File: config.mk
export PLATFORM = sky130hd
export DESIGN_NAME = drv_cmd_ctrl
export DESIGN_NICKNAME = d
export VERILOG_FILES = /design/src/rtl/drv_cmd_pkg.sv /design/src/rtl/drv_cmd_decode.sv /design/src/rtl/drv_cmd_fsm.sv /design/src/rtl/drv_status_reg.sv /design/src/rtl/drv_cmd_ctrl.sv
export SDC_FILE = /design/constraint.sdc
export NUM_CORES = 1
export LEC_CHECK = 0
export BUFFER_PORTS_ARGS = -buffer_cell sky130_fd_sc_hd__buf_2
export CAP_MARGIN = 25
export CORE_ASPECT_RATIO = 1.75
export CORE_MARGIN = 3
export CORE_UTILIZATION = 49
export CTS_BUF_LIST = sky130_fd_sc_hd__clkbuf_4
export DETAILED_ROUTE_END_ITERATION = 7
export PLACE_DENSITY = 0.81
export SYNTH_ARGS = -nofsm -noshare
export SYNTH_HDL_FRONTEND = slang
export SYNTH_SLANG_ARGS = --single-unit
export TNS_END_PERCENT = 20
File: constraint.sdc
create_clock -name clk -period 1.6 [get_ports clk]
set_input_delay 0.16 -clock clk [delete_from_list [all_inputs] [get_ports clk]]
set_output_delay 0.16 -clock clk [all_outputs]
set_load 0.01 [all_outputs]
File: src/rtl/drv_cmd_pkg.sv
package drv_cmd_pkg;
  localparam int OPC_W    = 4;
  localparam int N_ACT    = 7;
  localparam int STAT_OPC = 7;

  typedef enum logic [1:0] {
    ST_IDLE   = 2'd0,
    ST_DECODE = 2'd1,
    ST_EXEC   = 2'd2,
    ST_POST   = 2'd3
  } ctl_state_e;

  typedef struct packed {
    logic             ovr;
    logic             illegal;
    logic             err;
    logic             done;
    logic [OPC_W-1:0] opc;
  } status_t;

  localparam int STAT_W = $bits(status_t);
endpackage

File: src/rtl/drv_cmd_decode.sv
module drv_cmd_decode
  import drv_cmd_pkg::*;
(
  input  logic [OPC_W-1:0] opc,
  output logic [N_ACT-1:0] act_onehot,
  output logic             is_act,
  output logic             is_stat,
  output logic             is_bad
);
  // one comparator per action opcode
  for (genvar i = 0; i < N_ACT; i++) begin : g_act
    assign act_onehot[i] = (opc == OPC_W'(i));
  end

  always_comb begin
    is_act  = |act_onehot;
    is_stat = (opc == OPC_W'(STAT_OPC));
    is_bad  = !is_act && !is_stat;
  end
endmodule

File: src/rtl/drv_cmd_fsm.sv
module drv_cmd_fsm
  import drv_cmd_pkg::*;
(
  input  logic clk,
  input  logic rst_n,
  input  logic cmd_stb,
  input  logic exec_done,
  input  logic status_ack,
  input  logic dec_act,
  output logic latch_cmd,
  output logic fire,
  output logic post_load,
  output logic in_exec,
  output logic stray_stb,
  output logic busy,
  output logic status_valid
);
  ctl_state_e state_q, state_d;

  always_comb begin
    state_d = state_q;
    unique case (state_q)
      ST_IDLE:   if (cmd_stb) state_d = ST_DECODE;
      ST_DECODE: state_d = dec_act ? ST_EXEC : ST_POST;
      ST_EXEC:   if (exec_done) state_d = ST_POST;
      ST_POST:   if (status_ack) state_d = ST_IDLE;
      default:   state_d = ST_IDLE;
    endcase
  end

  always_ff @(posedge clk) begin
    if (!rst_n) state_q <= ST_IDLE;
    else        state_q <= state_d;
  end

  always_comb begin
    busy         = (state_q != ST_IDLE);
    status_valid = (state_q == ST_POST);
    in_exec      = (state_q == ST_EXEC);
    latch_cmd    = (state_q == ST_IDLE) && cmd_stb;
    fire         = (state_q == ST_DECODE) && dec_act;
    post_load    = ((state_q == ST_DECODE) && !dec_act) || (in_exec && exec_done);
    stray_stb    = busy && cmd_stb;
  end
endmodule

File: src/rtl/drv_status_reg.sv
module drv_status_reg
  import drv_cmd_pkg::*;
(
  input  logic             clk,
  input  logic             rst_n,
  input  logic             post_load,
  input  logic             in_exec,
  input  logic             exec_err,
  input  logic             is_bad,
  input  logic             stray_stb,
  input  logic [OPC_W-1:0] opc,
  output status_t          word
);
  logic ovr_pend;

  always_ff @(posedge clk) begin
    if (!rst_n) begin
      word     <= '0;
      ovr_pend <= 1'b0;
    end else if (post_load) begin
      word.opc     <= opc;
      word.done    <= !is_bad;
      word.err     <= in_exec && exec_err;
      word.illegal <= is_bad;
      word.ovr     <= ovr_pend || stray_stb;
      ovr_pend     <= 1'b0;
    end else if (stray_stb) begin
      ovr_pend <= 1'b1;
    end
  end
endmodule

File: src/rtl/drv_cmd_ctrl.sv
module drv_cmd_ctrl
  import drv_cmd_pkg::*;
#(
  parameter int ARG_W = 16
) (
  input  logic             clk,
  input  logic             rst_n,
  input  logic             cmd_stb,
  input  logic [3:0]       cmd_opc,
  input  logic [ARG_W-1:0] cmd_arg,
  input  logic             exec_done,
  input  logic             exec_err,
  input  logic             status_ack,
  output logic [6:0]       act_start,
  output logic [ARG_W-1:0] act_arg,
  output logic [7:0]       status_word,
  output logic             status_valid,
  output logic             busy
);
  logic [OPC_W-1:0] opc_q;
  logic [N_ACT-1:0] act_onehot, start_q;
  logic is_act, is_stat, is_bad;
  logic latch_cmd, fire, post_load, in_exec, stray_stb;
  status_t word;

  drv_cmd_decode u_dec (
    .opc(opc_q), .act_onehot(act_onehot),
    .is_act(is_act), .is_stat(is_stat), .is_bad(is_bad)
  );

  drv_cmd_fsm u_fsm (
    .clk(clk), .rst_n(rst_n), .cmd_stb(cmd_stb), .exec_done(exec_done),
    .status_ack(status_ack), .dec_act(is_act), .latch_cmd(latch_cmd),
    .fire(fire), .post_load(post_load), .in_exec(in_exec),
    .stray_stb(stray_stb), .busy(busy), .status_valid(status_valid)
  );

  drv_status_reg u_stat (
    .clk(clk), .rst_n(rst_n), .post_load(post_load), .in_exec(in_exec),
    .exec_err(exec_err), .is_bad(is_bad), .stray_stb(stray_stb),
    .opc(opc_q), .word(word)
  );

  always_ff @(posedge clk) begin
    if (!rst_n) begin
      opc_q   <= '0;
      act_arg <= '0;
      start_q <= '0;
    end else begin
      if (latch_cmd) begin
        opc_q   <= cmd_opc;
        act_arg <= cmd_arg;
      end
      start_q <= fire ? act_onehot : '0;
    end
  end

  logic unused_stat;
  assign unused_stat = is_stat;
  assign act_start   = start_q;
  assign status_word = word;
endmodule

; ---- After elaboration in Yosys (flattened, before gate mapping)
; Index checks and enable logic that the tools add are counted.
[op_classes]
n_eq_ne = 13
muxes = 5
bitwise_logic = 1
reduce_logical = 19
[ops]
columns = op, n
row1 = 4-bit by 3-bit == test with 1-bit output (second input constant), 4
row2 = 4-bit by 2-bit == test with 1-bit output (second input constant), 2
row3 = 2-bit one-hot mux with 4 select lines, 1
row4 = 1-bit logical AND, 7
row5 = 7-bit OR reduction, 1
row6 = 2-bit 2-to-1 mux, 3
row7 = 2-bit != test (second input constant), 3
row8 = 2-bit == test (second input constant), 2
row9 = 4-bit by 1-bit == test with 1-bit output (second input constant), 1
row10 = 4-bit logical NOT, 1
row11 = 1-bit logical NOT, 3
row12 = 3-bit AND reduction, 1
row13 = 2-bit by 1-bit == test with 1-bit output (second input constant), 1
row14 = 2-bit logical NOT, 1
row15 = 1-bit logical OR, 2
row16 = 2-bit AND reduction, 1
row17 = 2-bit nonzero test, 1
row18 = 2-bit OR reduction, 1
row19 = 1-bit 2-to-1 mux, 1
row20 = 1-bit inverter, 1
[word_totals]
register_bits = 38
in_bits = 26
output_inout_bits = 33
word_cells = 48

; ---- Depth between registers and ports, before layout
[logic_depth]
ltp_word = 6
ltp_mapped = 6

; ---- Hierarchy
; Synthesis repeated with hierarchy kept, for this count alone.
[unflattened]
hier_cells = 148
hier_area_um2 = 1664.1
[modules_own_cells]
columns = module, instances, cells_each, area_per_inst_um2
row1 = drv_cmd_ctrl, 1, 78, 965.9
row2 = drv_status_reg, 1, 29, 321.6
row3 = drv_cmd_fsm, 1, 30, 274.0
row4 = drv_cmd_decode, 1, 11, 102.6

; ---- Worst setup path after synthesis
; OpenSTA, ideal clock, no wires.
[synth_path]
path_kind = register to register
start = register u_fsm.state_q[0]
end = register, netlist name u_stat.word[0]
setup_time_ns = 0.072
arrival_ns = 1.247
required_time_ns = 1.528
slack_ns = 0.282
path_stages_with_launch = 6
path_buffers = 0
cell_sequence = dfxtp_1 > inv_1 > ha_1 > and2_1 > a21oi_4 > mux2i_1
[synth_between]
elab_chain_len = 3
elab_cells_between_ends = 5
cone_classes = 2 x eq/ne / 3 x reduce/logical
[synth_lines]
columns = element, line
row1 = from (decl), drv_cmd_fsm.sv:18  ; ctl_state_e state_q, state_d;
row2 = from (signal assigned), drv_cmd_fsm.sv:33  ; else state_q <= state_d;
row3 = 2-bit by 1-bit == test with 1-bit output or 2-bit == test (tied branches), "drv_cmd_fsm.sv:42, drv_cmd_fsm.sv:39"
row4 = 1-bit logical AND, drv_cmd_fsm.sv:42  ; post_load = ((state_q == ST_DECODE) && !dec_act) || (in_exec && exec_done);
row5 = 1-bit logical OR (*), drv_cmd_fsm.sv:42
; Every way passes the cells marked *; elsewhere a longest branch is shown, timed or not.
; A chain may end at the register's enable or synchronous reset.

; ---- Worst setup path in the final report
[layout_path]
start = register u_fsm.state_q[0]
end = register, netlist name u_stat.word[2]
[layout_between]
elab_chain_len = 3
elab_cells_between_ends = 5
cone_classes = 2 x eq/ne / 3 x reduce/logical
[layout_lines]
columns = element, line
row1 = 2-bit by 1-bit == test with 1-bit output or 2-bit == test (tied branches), "drv_cmd_fsm.sv:42, drv_cmd_fsm.sv:39"
row2 = 1-bit logical AND, drv_cmd_fsm.sv:42
row3 = 1-bit logical OR (*), drv_cmd_fsm.sv:42
; Marks and branches as above.

==> out/metrics.cfg <==
[run_status]
status=finished clean

[setup_path]
startpoint_type=register
crit_path_end_kind=register
rrSetupSlack_ns=0.09
path_max_fanout=6
worstSetupPathType=register to register
arrival_ns=1.79
cp.required_ns=1.88

[cts]
clockBufferDepth=2
cts_tree=yes
h-tree-depth=2
clk_latency_ns=0.35
cts_made_buffers=5
root_buffer=clkbuf_4
cts_sinks=38
clk_pin_slew_worst_paths_ns=0.11
cts_setup_buffers=0

[sta]
finalCritPeriodShare_pct=94.2
worst_slew_pin_slew_ns=0.642
hold_violations=0
max_freq_ghz=0.664
fin_skew_ns=0.00775
setup_viol=0
slew_violations=0
setup_ws_ns=0.0930
slew_headroom_pct=57.1
min_period_ns=1.51
rsz0062_at_grt=false
finalSetupTns_ns=0

[final_layout]
final_common_cell=buf_2
nets=258
most-common-layout-cells=buf_2 (58), nand2_1 (54), dfxtp_1 (38)
area_growth_pct=24.3
utilization_pct=65.8
layoutNonFillerInstCount=256
drive_gt1_share_pct=32.3
n_fill_cell=264
seq_area_sq_um=761
multi_input_area_sq_um=644
diodes=0

[placement]
place_ws_ns=-0.0319
place_congestion=0.768
dp.cells=248
dpl.hpwl_mm=2.31
portBuffers=58

[floorplan]
ios=59
rows=25
dieArea_sq_um=3730
start_util_pct=53.0
die_h_microns=78.6
core_area_sq_um=2780
die_w_microns=47.5

[power]
p_leak_nw=0.891
p_clk_share_pct=18.3
seq_power_share_pct=46.8
p_comb_share_pct=34.9
p_sw_share_pct=35.8
total_power_mw=2.56
power_switching_uw=916
internal-power_mw=1.64
power.density_nw_per_um2=1400
vdd_drop_max_uv=959

[synthesis]
syn-cell-area_sq_um=1480
synth_cells=170
yosys_warnings=0
synth.distinct_cells=29
ys_seq_area_share_pct=51.6
syn_nets=200
ys_seq_elements=38
avgSynthCellArea_sq_um=8.68

[detailed_routing]
drt-vias-per-instance=5.17
routedWlPerCell_microns=11.9
drc=0
vias=1324
first_iter_violations=21
drt_pre_antenna_iters=4
routed_wl_mm=3.04
ant_nets=0

[grt]
grt_pass1_vias=1196
grt_antenna_before_repair=0
grt_pass1_wl_mm=5.02
grtUsageTotal_pct=18.4
grt_overflow=0
grt_start_max_net_pins=23

[min_path]
hold_path_class=input pin to register

[run]
max_cap_viol_count=0

==> power by group through the flow <==
stage | Combinational [mW] | Sequential [mW] | Clock (mW)
global route | 1.00 | 1.22 | 0.526
floorplan | 0.579 | 1.25 | 0
finish | 0.894 | 1.20 | 0.469
detailed placement | 0.898 | 1.22 | 0
CTS | 0.903 | 1.20 | 0.486
global placement | 0.876 | 1.22 | 0
==> cells in the mapped netlist <==
cell type / instances / share of area [%]
a21o_2: 1 / 0.59
a21oi_1: 21 / 7.1
mux2i_1: 6 / 4.1
nand4_1: 1 / 0.42
a31o_4: 1 / 1.2
nand2_1: 54 / 14
nand3_1: 2 / 0.68
inv_1: 4 / 1.0
o211ai_1: 1 / 0.51
clkbuf_1: 5 / 1.3
o21ai_0: 3 / 1.0
dfxtp_1: 38 / 52
nor2b_1: 1 / 0.42
nor3b_1: 2 / 1.0
or2_2: 1 / 0.42
or2b_1: 1 / 0.51
a211oi_1: 1 / 0.51
and2_1: 2 / 0.85
a21oi_4: 1 / 1.1
nand2b_1: 4 / 1.7
nor3_1: 2 / 0.68
a41oi_1: 1 / 0.59
buf_6: 2 / 1.5
nor2_1: 5 / 1.3
nand4b_1: 1 / 0.59
buf_2: 3 / 1.0
and4_1: 1 / 0.59
ha_1: 4 / 3.4
a31o_2: 1 / 0.59
==> through the flow <==
step	instance area (sq um)	hold slack, ns
after CTS	1830	0.0275
after global routing	1830	0.0113
final	1830	0.0397
after detailed placement	1780	0.408
after global placement	1780	0.401
after floorplan	1480	0.296
==> cell type report <==
cell class / instances / share of cell area [%]
Clock buffer: 5 / 2.05
Clock inverter: 3 / 0.887
Inverter: 4 / 0.819
Multi-Input combinational cell: 118 / 35.2
Sequential cell: 38 / 41.5
Tap cell: 27 / 1.84
Timing Repair Buffer: 61 / 17.7
==> routing by layer <==
layer / global-route usage (%) / routed length (microns)
met5: 0 / 0
met4: 7.48 / 52
met2: 30.1 / 1580
met3: 7.57 / 272
met1: 19.8 / 1130
==> final timing paths <==
check,startpoint,end,depth (start not counted)
max,u_fsm.state_q[0],u_stat.word[2],5
max reg2reg,u_fsm.state_q[0],u_stat.word[2],5
min reg2reg,act_arg[1],act_arg[1],2
min,cmd_arg[6],act_arg[6],3
==> timing repair <==
| action | 4_1_cts | 5_1_grt |
|---|---|---|
| setup endpoints to repair | 20 | 0 |
| hold buffers | 0 | 0 |
| resized for setup | 1 | 0 |
==> worst max-delay path: stages (launching register included) <==
cell and delay (ns):
dfxtp_1 0.40, inv_1 0.08, ha_1 0.23, and2_1 0.21, a21oi_4 0.28, mux2i_1 0.24
==> registers in the layout, summed over array words and instances, names as in the netlist <==
signal	count
u_stat.ovr_pend	1
act_arg	16
u_fsm.state_q	2
act_start	7
u_stat.word	8
opc_q	4
==> cell families after synthesis <==
family | Yosys count | synth area share, %
and+or+nand+nor | 77 | 22.9
DFF | 38 | 51.6
AOI/OAI and AO/OA | 31 | 13.2
buffers and inverters | 14 | 4.83
muxes | 6 | 4.07
adders and majority gates | 4 | 3.39
Note: power is estimated with default switching activity, not from simulation.
